File: src/rtl/seu_mon_pkg.sv
package seu_mon_pkg;
  typedef enum logic [1:0] {
    ST_IDLE   = 2'd0,
    ST_FILL   = 2'd1,
    ST_EXPOSE = 2'd2,
    ST_SCAN   = 2'd3
  } mon_state_e;
endpackage

File: src/rtl/seu_pattern_gen.sv
// Expected/fill bit for the current shift step; phase restarts with the step count.
module seu_pattern_gen #(
  parameter int STEP_W  = 11,
  parameter int PAT_LEN = 4,
  parameter logic [PAT_LEN-1:0] PATTERN = 4'b1100
) (
  input  logic [STEP_W-1:0] step,
  output logic              pat_bit
);
  localparam int PH_W = (PAT_LEN > 1) ? $clog2(PAT_LEN) : 1;
  logic [STEP_W-1:0] phase_full;
  assign phase_full = step % STEP_W'(PAT_LEN);
  assign pat_bit    = PATTERN[phase_full[PH_W-1:0]];
endmodule

File: src/rtl/seu_chain.sv
// Chain under test: shifts toward the top stage, holds otherwise, one stage invertible.
module seu_chain #(
  parameter int CHAIN_LEN = 1500,
  parameter int IDX_W     = 12
) (
  input  logic             clk,
  input  logic             rst_n,
  input  logic             shift_en,
  input  logic             in_bit,
  input  logic             flip_en,
  input  logic [IDX_W-1:0] flip_pos,
  output logic             out_bit
);
  logic [CHAIN_LEN-1:0] q;

  for (genvar i = 0; i < CHAIN_LEN; i++) begin : g_stage
    logic nxt_shift;
    if (i == 0) begin : g_head
      assign nxt_shift = in_bit;
    end else begin : g_body
      assign nxt_shift = q[i-1];
    end
    always_ff @(posedge clk or negedge rst_n) begin
      if (!rst_n)
        q[i] <= 1'b0;
      else if (shift_en)
        q[i] <= nxt_shift;
      else if (flip_en && flip_pos == IDX_W'(i))
        q[i] <= ~q[i];
    end
  end

  assign out_bit = q[CHAIN_LEN-1];
endmodule

File: src/rtl/seu_flip_tally.sv
module seu_flip_tally #(
  parameter int CNT_W = 16
) (
  input  logic             clk,
  input  logic             rst_n,
  input  logic             clr,
  input  logic             inc,
  output logic [CNT_W-1:0] count
);
  localparam logic [CNT_W-1:0] TOP = {CNT_W{1'b1}};
  always_ff @(posedge clk or negedge rst_n) begin
    if (!rst_n)
      count <= '0;
    else if (clr)
      count <= '0;
    else if (inc && count != TOP)
      count <= count + 1'b1;
  end
endmodule

File: src/rtl/seu_seq.sv
module seu_seq
  import seu_mon_pkg::*;
#(
  parameter int CHAIN_LEN = 1500,
  parameter int IVL_W     = 32,
  parameter int STEP_W    = 11
) (
  input  logic              clk,
  input  logic              rst_n,
  input  logic              run,
  input  logic [IVL_W-1:0]  interval,
  output mon_state_e        st,
  output logic [STEP_W-1:0] step,
  output logic              shift_en,
  output logic              clr,
  output logic              done
);
  localparam logic [STEP_W-1:0] LAST = STEP_W'(CHAIN_LEN - 1);
  logic [IVL_W-1:0] remain;
  logic [IVL_W-1:0] ivl_eff;
  logic             expose_end;

  assign ivl_eff    = (interval == '0) ? IVL_W'(1) : interval;
  assign expose_end = (st == ST_EXPOSE) && (remain <= IVL_W'(1));
  assign shift_en   = (st == ST_FILL) || (st == ST_SCAN);
  assign clr        = expose_end;

  always_ff @(posedge clk or negedge rst_n) begin
    if (!rst_n) begin
      st     <= ST_IDLE;
      step   <= '0;
      remain <= '0;
      done   <= 1'b0;
    end else begin
      done <= 1'b0;
      case (st)
        ST_IDLE: if (run) begin
          st   <= ST_FILL;
          step <= '0;
        end
        ST_FILL: if (step == LAST) begin
          st     <= ST_EXPOSE;
          remain <= ivl_eff;
        end else begin
          step <= step + 1'b1;
        end
        ST_EXPOSE: if (expose_end) begin
          st   <= ST_SCAN;
          step <= '0;
        end else begin
          remain <= remain - 1'b1;
        end
        ST_SCAN: if (step == LAST) begin
          done <= 1'b1;
          if (run) begin
            st     <= ST_EXPOSE;
            remain <= ivl_eff;
          end else begin
            st <= ST_IDLE;
          end
        end else begin
          step <= step + 1'b1;
        end
        default: st <= ST_IDLE;
      endcase
    end
  end
endmodule

File: src/rtl/seu_chain_monitor.sv
module seu_chain_monitor
  import seu_mon_pkg::*;
#(
  parameter int CHAIN_LEN = 1500,
  parameter int CNT_W     = 16,
  parameter int IVL_W     = 32,
  parameter int IDX_W     = $clog2(CHAIN_LEN) + 1
) (
  input  logic             clk,
  input  logic             rst_n,
  input  logic             run,
  input  logic [IVL_W-1:0] interval,
  input  logic             hit_valid,
  output logic             hit_ready,
  input  logic [IDX_W-1:0] hit_index,
  output logic [CNT_W-1:0] rise_count,
  output logic [CNT_W-1:0] fall_count,
  output logic             done
);
  localparam int STEP_W = $clog2(CHAIN_LEN);

  mon_state_e        st;
  logic [STEP_W-1:0] step;
  logic              shift_en, clr, pat_bit, out_bit;
  logic              hit_take, scanning, rise_inc, fall_inc;
  logic [IDX_W-1:0]  flip_pos;

  seu_seq #(.CHAIN_LEN(CHAIN_LEN), .IVL_W(IVL_W), .STEP_W(STEP_W)) u_seq (
    .clk(clk), .rst_n(rst_n), .run(run), .interval(interval),
    .st(st), .step(step), .shift_en(shift_en), .clr(clr), .done(done)
  );

  seu_pattern_gen #(.STEP_W(STEP_W), .PAT_LEN(4), .PATTERN(4'b1100)) u_pat (
    .step(step), .pat_bit(pat_bit)
  );

  assign hit_ready = (st == ST_EXPOSE);
  assign hit_take  = hit_valid && hit_ready && (hit_index < IDX_W'(CHAIN_LEN));
  assign flip_pos  = IDX_W'(CHAIN_LEN - 1) - hit_index;

  seu_chain #(.CHAIN_LEN(CHAIN_LEN), .IDX_W(IDX_W)) u_chain (
    .clk(clk), .rst_n(rst_n), .shift_en(shift_en), .in_bit(pat_bit),
    .flip_en(hit_take), .flip_pos(flip_pos), .out_bit(out_bit)
  );

  assign scanning = (st == ST_SCAN);
  assign rise_inc = scanning && out_bit && !pat_bit;
  assign fall_inc = scanning && !out_bit && pat_bit;

  seu_flip_tally #(.CNT_W(CNT_W)) u_rise (
    .clk(clk), .rst_n(rst_n), .clr(clr), .inc(rise_inc), .count(rise_count)
  );
  seu_flip_tally #(.CNT_W(CNT_W)) u_fall (
    .clk(clk), .rst_n(rst_n), .clr(clr), .inc(fall_inc), .count(fall_count)
  );
endmodule

File: config.mk
export PLATFORM = sky130hd
export DESIGN_NAME = seu_chain_monitor
export DESIGN_NICKNAME = d
export VERILOG_FILES = /design/src/rtl/seu_mon_pkg.sv /design/src/rtl/seu_pattern_gen.sv /design/src/rtl/seu_chain.sv /design/src/rtl/seu_flip_tally.sv /design/src/rtl/seu_seq.sv /design/src/rtl/seu_chain_monitor.sv
export SDC_FILE = /design/constraint.sdc
export NUM_CORES = 2
export LEC_CHECK = 0
export BUFFER_PORTS_ARGS = -buffer_cell sky130_fd_sc_hd__buf_2
export CELL_PAD_IN_SITES_DETAIL_PLACEMENT = 1
export CELL_PAD_IN_SITES_GLOBAL_PLACEMENT = 1
export CORE_MARGIN = 2
export CORE_UTILIZATION = 53
export CTS_CLUSTER_DIAMETER = 80
export DETAILED_ROUTE_END_ITERATION = 8
export PLACE_DENSITY = 0.94
export SETUP_SLACK_MARGIN = 0.1
export SLEW_MARGIN = 20
export SYNTH_ARGS = -nofsm -noshare
export SYNTH_HDL_FRONTEND = slang
export SYNTH_SLANG_ARGS = --single-unit
File: constraint.sdc
create_clock -name clk -period 4.7 [get_ports clk]
set_clock_uncertainty 0.15 [all_clocks]
set_input_delay 0.235 -clock clk [delete_from_list [all_inputs] [get_ports clk]]
set_output_delay 0.235 -clock clk [all_outputs]
set_load 0.005 [all_outputs]
==> metrics.md <==
| Metric | Value |
|---|---|
| Global route total overflow | 0 |
| Setup tns final | 0 ns |
| CTS buffer count | around 170 |
| CP max stage cell | sky130_fd_sc_hd__nor3_2 |
| Setup repair after global routing missed its margin | no |
| Status | finished, final reports clean |
| Standard cell area after detailed placement | 80600 um2 |
| Setup violation total in the final timing report | 0 |
| CTS tree | done |
| Cell-by-cell listing of the critical path | nor4bb_1 > nand2_1 > nor3_2 > buf_4 > nand3_1 > xor2_1 > o21ai_0 |
| Highest achievable clock rate | 223 MHz |
| Worst setup EP type | flip-flop |
| Pin count of the biggest net entering global routing | approximately 300 |
| Worst vdd ir | 0.306 mV |
| Xor/xnor cell area share of the yosys netlist | 0.170 |
| Arithmetic-cell share of the synthesized area counting full adders, half adders and majority gates | 0.000793 |
| Final weighted congestion in routability-driven placement | just under 0.9 |
| Fill cell count | 16357 |
| HPWL after DPL | between 150 and 200 mm |
| Critical path launch point type | flip-flop |
| Number of library cell types mapped by synthesis | 67 |
| Total Nets Final | 8644 |
| First drt pass iteration count | 8 |
| Cell type with the largest total area after synthesis | sky130_fd_sc_hd__dfrtp_1 |
| Number of buffers inserted by port buffering | 81 |
| Hold/Removal Path Class | primary input to asynchronous set/reset pin |
| Register area share after synthesis | 0.500 |
| Total routing usage reported by global routing | 0.414 |
| Flops & latches, synth | 1578 |
| Max Root-Sink Buffers | 3 |
| Average via count per standard cell | about 6.8 |
| Combinational family with the most area after synthesis | simple AND/OR/NAND/NOR gates |
| Max-slew violation count | 0 |
| Area growth syn-to-layout | 10.0% |
| Global-route wire length before repair | 484 mm |
| Max H-tree Level | 4 |
| Synthesized instance count | 8913 |
| Leakage power of the design | 0.0357 uW |
| Clk Tree Root Cell | sky130_fd_sc_hd__clkbuf_16 |
| Total non-filler cell area in the finished layout | 86800 um2 |
| Horizontal extent of the die | 390 um |
| Slew of the pin with the lowest slew margin | roughly 1.4 ns |
| Async S/R FF share, synth | 1.00 |
| Vias in the first global route | 78984 |
| Arrival @ worst endpoint | 5.02 ns |
| Number of antenna violations at the first check in global routing | 23 |
| Cell Rows | ~140 |
| Post-synthesis mux area share | 0.00366 |
| Std-Cell Core Area | ~150000 um2 |
| Starting utilization of the core area | 0.534 |
| Cell types occupying the most area after synthesis | sky130_fd_sc_hd__dfrtp_1, sky130_fd_sc_hd__xor2_1, sky130_fd_sc_hd__o21ai_0, sky130_fd_sc_hd__nand2_1, sky130_fd_sc_hd__nand3_1 |
| Final Hold Fails | 0 |
| Via count | approximately 72000 |
| Total Wirelength | 318 mm |
| Proportion of netlist area held by the largest area contributor | 0.500 |
| Reported max-cap violation count | 0 |
| Synthesized Nets | around 9000 |
| Number of DRC markers in iteration 0 | 9699 |
| Stage delay of the slowest cell on the critical path | 0.91 ns |
| Clock transition at the register clock pins on the worst setup and hold paths after CTS | 0.07 ns |
| Total power divided by cell area | 336 nW/um2 |
| Share of final-layout standard cells stronger than drive strength 1 | 0.0669 |
| Vert. Die Dim | about 390 um |
| Placement Setup Slack | ~0.99 ns |
| Crit path time final | 4.49 ns |
| CTS Sinks | 1578 |
| Number of cells upsized or downsized after cts | 0 |
| Mean cell area of the mapped netlist | 8.85 um2 |
| Worst setup path category | flip-flop to flip-flop |
| Period utilisation layout | 0.955 |
| Setup WS post-layout | 0.210 ns |
| Total standard cell area after synthesis | 78900 um2 |
| Area of the die | 152000 um2 |
| Antenna violation net count after detailed routing | 0 |
| Slew HR | 0.0938 |
| Clock insertion delay at the later pin of the skew report | 0.85 ns |
| Share of synthesized cell area in and, or, nand and nor gates | 0.182 |
| DRC | 0 |
| Critical path required time | between 5 and 6 ns |
| Top flip-flop cell by instance count after synthesis | sky130_fd_sc_hd__dfrtp_1 |
| Boundary Pins | a little over 80 |
| Wire per inst | 29.8 um |
| Top fanout value on the critical path | 44 |
| Count of flip-flops with a built-in enable after synthesis | 0 |
| Syn. warnings | 0 |
| Fraction of the mapped netlist area in compound gates | 0.106 |
## synth_stat cells (4+ instances only)
master and n:
sky130_fd_sc_hd__xnor2_1 440, sky130_fd_sc_hd__buf_1 19, sky130_fd_sc_hd__or2_2 12, sky130_fd_sc_hd__a31oi_1 7
sky130_fd_sc_hd__o22a_1 6, sky130_fd_sc_hd__or3_1 28, sky130_fd_sc_hd__inv_1 13, sky130_fd_sc_hd__mux2_2 23
sky130_fd_sc_hd__and2_1 5, sky130_fd_sc_hd__o22ai_1 5, sky130_fd_sc_hd__and3_1 17, sky130_fd_sc_hd__nor2_1 514
sky130_fd_sc_hd__nand2_1 1729, sky130_fd_sc_hd__xor2_1 1091, sky130_fd_sc_hd__nand3_1 941, sky130_fd_sc_hd__o21ai_1 16
sky130_fd_sc_hd__or4_1 5, sky130_fd_sc_hd__nor4_1 25, sky130_fd_sc_hd__nand4_1 23, sky130_fd_sc_hd__dfrtp_1 1578
sky130_fd_sc_hd__buf_2 25, sky130_fd_sc_hd__a21oi_1 41, sky130_fd_sc_hd__o211ai_1 4, sky130_fd_sc_hd__and4_1 7
sky130_fd_sc_hd__ha_1 5, sky130_fd_sc_hd__nand2b_1 12, sky130_fd_sc_hd__o21ai_0 1507, sky130_fd_sc_hd__a22o_1 4
sky130_fd_sc_hd__nor2b_1 4, sky130_fd_sc_hd__a22oi_1 8, sky130_fd_sc_hd__clkbuf_1 706, sky130_fd_sc_hd__nor3_1 40
## worst paths after layout
path / from / endpoint / slack [ns] / depth (start not counted)
hold / removal: rst_n / u_chain.g_stage[687].nxt_shift / 0.09 / 3
setup / recovery: u_seq.st[0] / u_chain.g_stage[301].nxt_shift / 0.21 / 7
setup reg to reg: u_seq.st[0] / u_chain.g_stage[301].nxt_shift / 0.21 / 7
hold reg to reg: u_chain.g_stage[189].nxt_shift / u_chain.g_stage[190].nxt_shift / 0.33 / 2
max in group asynchronous: rst_n / u_chain.g_stage[448].nxt_shift / 3.28 / 3
min in group clk: hit_index[8] / u_chain.g_stage[1312].nxt_shift / 0.10 / 5
## critical path, delay by kind of cell, from the launching register on
| family | cells | cell delay, ns |
|---|---|---|
| flops | 1 | 0.60 |
| compound gates | 1 | 0.15 |
| xor+xnor | 1 | 0.37 |
| simple gates | 4 | 2.40 |
| buf+inv | 1 | 0.61 |
## state kept, by name, indices dropped and copies added, names as in the netlist
register and count:
u_chain.g_stage.nxt_shift 1499, u_seq.st 2, u_seq.step 11, u_fall.count 16, u_chain.out_bit 1, u_seq.remain 32, u_seq.done 1, u_rise.count 16
## layout by cell type (no fill, tap or decap), types with 6 or more instances in the layout
cell type                       instances
sky130_fd_sc_hd__clkbuf_1              42
sky130_fd_sc_hd__buf_12                32
sky130_fd_sc_hd__and4_1                 7
sky130_fd_sc_hd__clkbuf_16            173
sky130_fd_sc_hd__nor2_1               494
sky130_fd_sc_hd__clkinv_2              15
sky130_fd_sc_hd__a31oi_1                7
sky130_fd_sc_hd__a21oi_1               41
sky130_fd_sc_hd__nor4_1                22
sky130_fd_sc_hd__dfrtp_1             1577
sky130_fd_sc_hd__or3_1                 27
sky130_fd_sc_hd__bufinv_16              8
sky130_fd_sc_hd__xor2_1              1091
sky130_fd_sc_hd__o22a_1                 6
sky130_fd_sc_hd__nand2b_1              12
sky130_fd_sc_hd__nor3_2                14
sky130_fd_sc_hd__o21ai_0             1507
sky130_fd_sc_hd__inv_1                 13
sky130_fd_sc_hd__mux2_2                22
sky130_fd_sc_hd__or2_2                 12
sky130_fd_sc_hd__nor3_1                21
sky130_fd_sc_hd__clkinvlp_4             8
sky130_fd_sc_hd__buf_2                 80
sky130_fd_sc_hd__nand4_1               23
sky130_fd_sc_hd__and3_1                13
sky130_fd_sc_hd__nand3_1              941
sky130_fd_sc_hd__nand2_1             1729
sky130_fd_sc_hd__clkbuf_8              48
sky130_fd_sc_hd__diode_2               10
sky130_fd_sc_hd__dlygate4sd3_1         37
sky130_fd_sc_hd__nor2_2                 7
sky130_fd_sc_hd__nor2_4                13
sky130_fd_sc_hd__o21ai_1               16
sky130_fd_sc_hd__xnor2_1              440
sky130_fd_sc_hd__a22oi_1                8
sky130_fd_sc_hd__buf_4                106
## where the power goes
| part | internal, uW | switching [uW] | leakage, uW | total, uW |
|---|---|---|---|---|
| combinational | 195 | 739 | 0.0185 | 934 |
| sequential | 13600 | 92.6 | 0.0144 | 13700 |
| clock | 8000 | 6480 | 0.00278 | 14500 |
| total | 21800 | 7320 | 0.0357 | 29200 |
## per-stage QoR
step | total power (uW) | util | hold slack [ns] | std cells
floorplan | 14300 | - | -0.211 | 8913
global placement | 14800 | 0.545 | 0.0943 | 10310
detailed placement | 14800 | 0.545 | 0.0988 | 10310
CTS | 29100 | 0.587 | 0.0560 | 10654
global route | 29600 | 0.587 | 0.0952 | 10660
finish | 29200 | 0.587 | 0.0884 | 10666
## logic make-up after synthesis
group	count (synthesis)
AND/OR/NAND/NOR	3380
flip-flops	1578
multiplexers	26
AO/OA/AOI/OAI	1630
XOR/XNOR	1531
buffers and inverters	763
adder cells (fa/ha/maj)	5
## metal layers
metal | wire (um) | global-route usage | vias up
met4 | 29200 | 0.331 | 22
met5 | 139 | 0 | -
met1 | 109000 | 0.469 | 36147
li1 | - | - | 28550
met2 | 149000 | 0.659 | 5350
met3 | 31100 | 0.117 | 2233
## timing repair
item / CTS / global route
buffers inserted: 0 / 0
endpoints found under the hold margin: 780 / 0
hold buffers: 38 / 0
## layout make-up
cell class / count / area (um2) / area share
multi-input cells: 6572 / 36900 / 0.425
clock buffers: 263 / 5150 / 0.0593
well taps: 1930 / 2410 / 0.0278
flip-flops and latches: 1578 / 39500 / 0.455
repair buffers: 257 / 2250 / 0.0259
clock inverters: 43 / 572 / 0.00659
diodes: 10 / 25.0 / 0.000288
inverters: 13 / 48.8 / 0.000562
No activity file was read; power rests on OpenSTA's default activity.
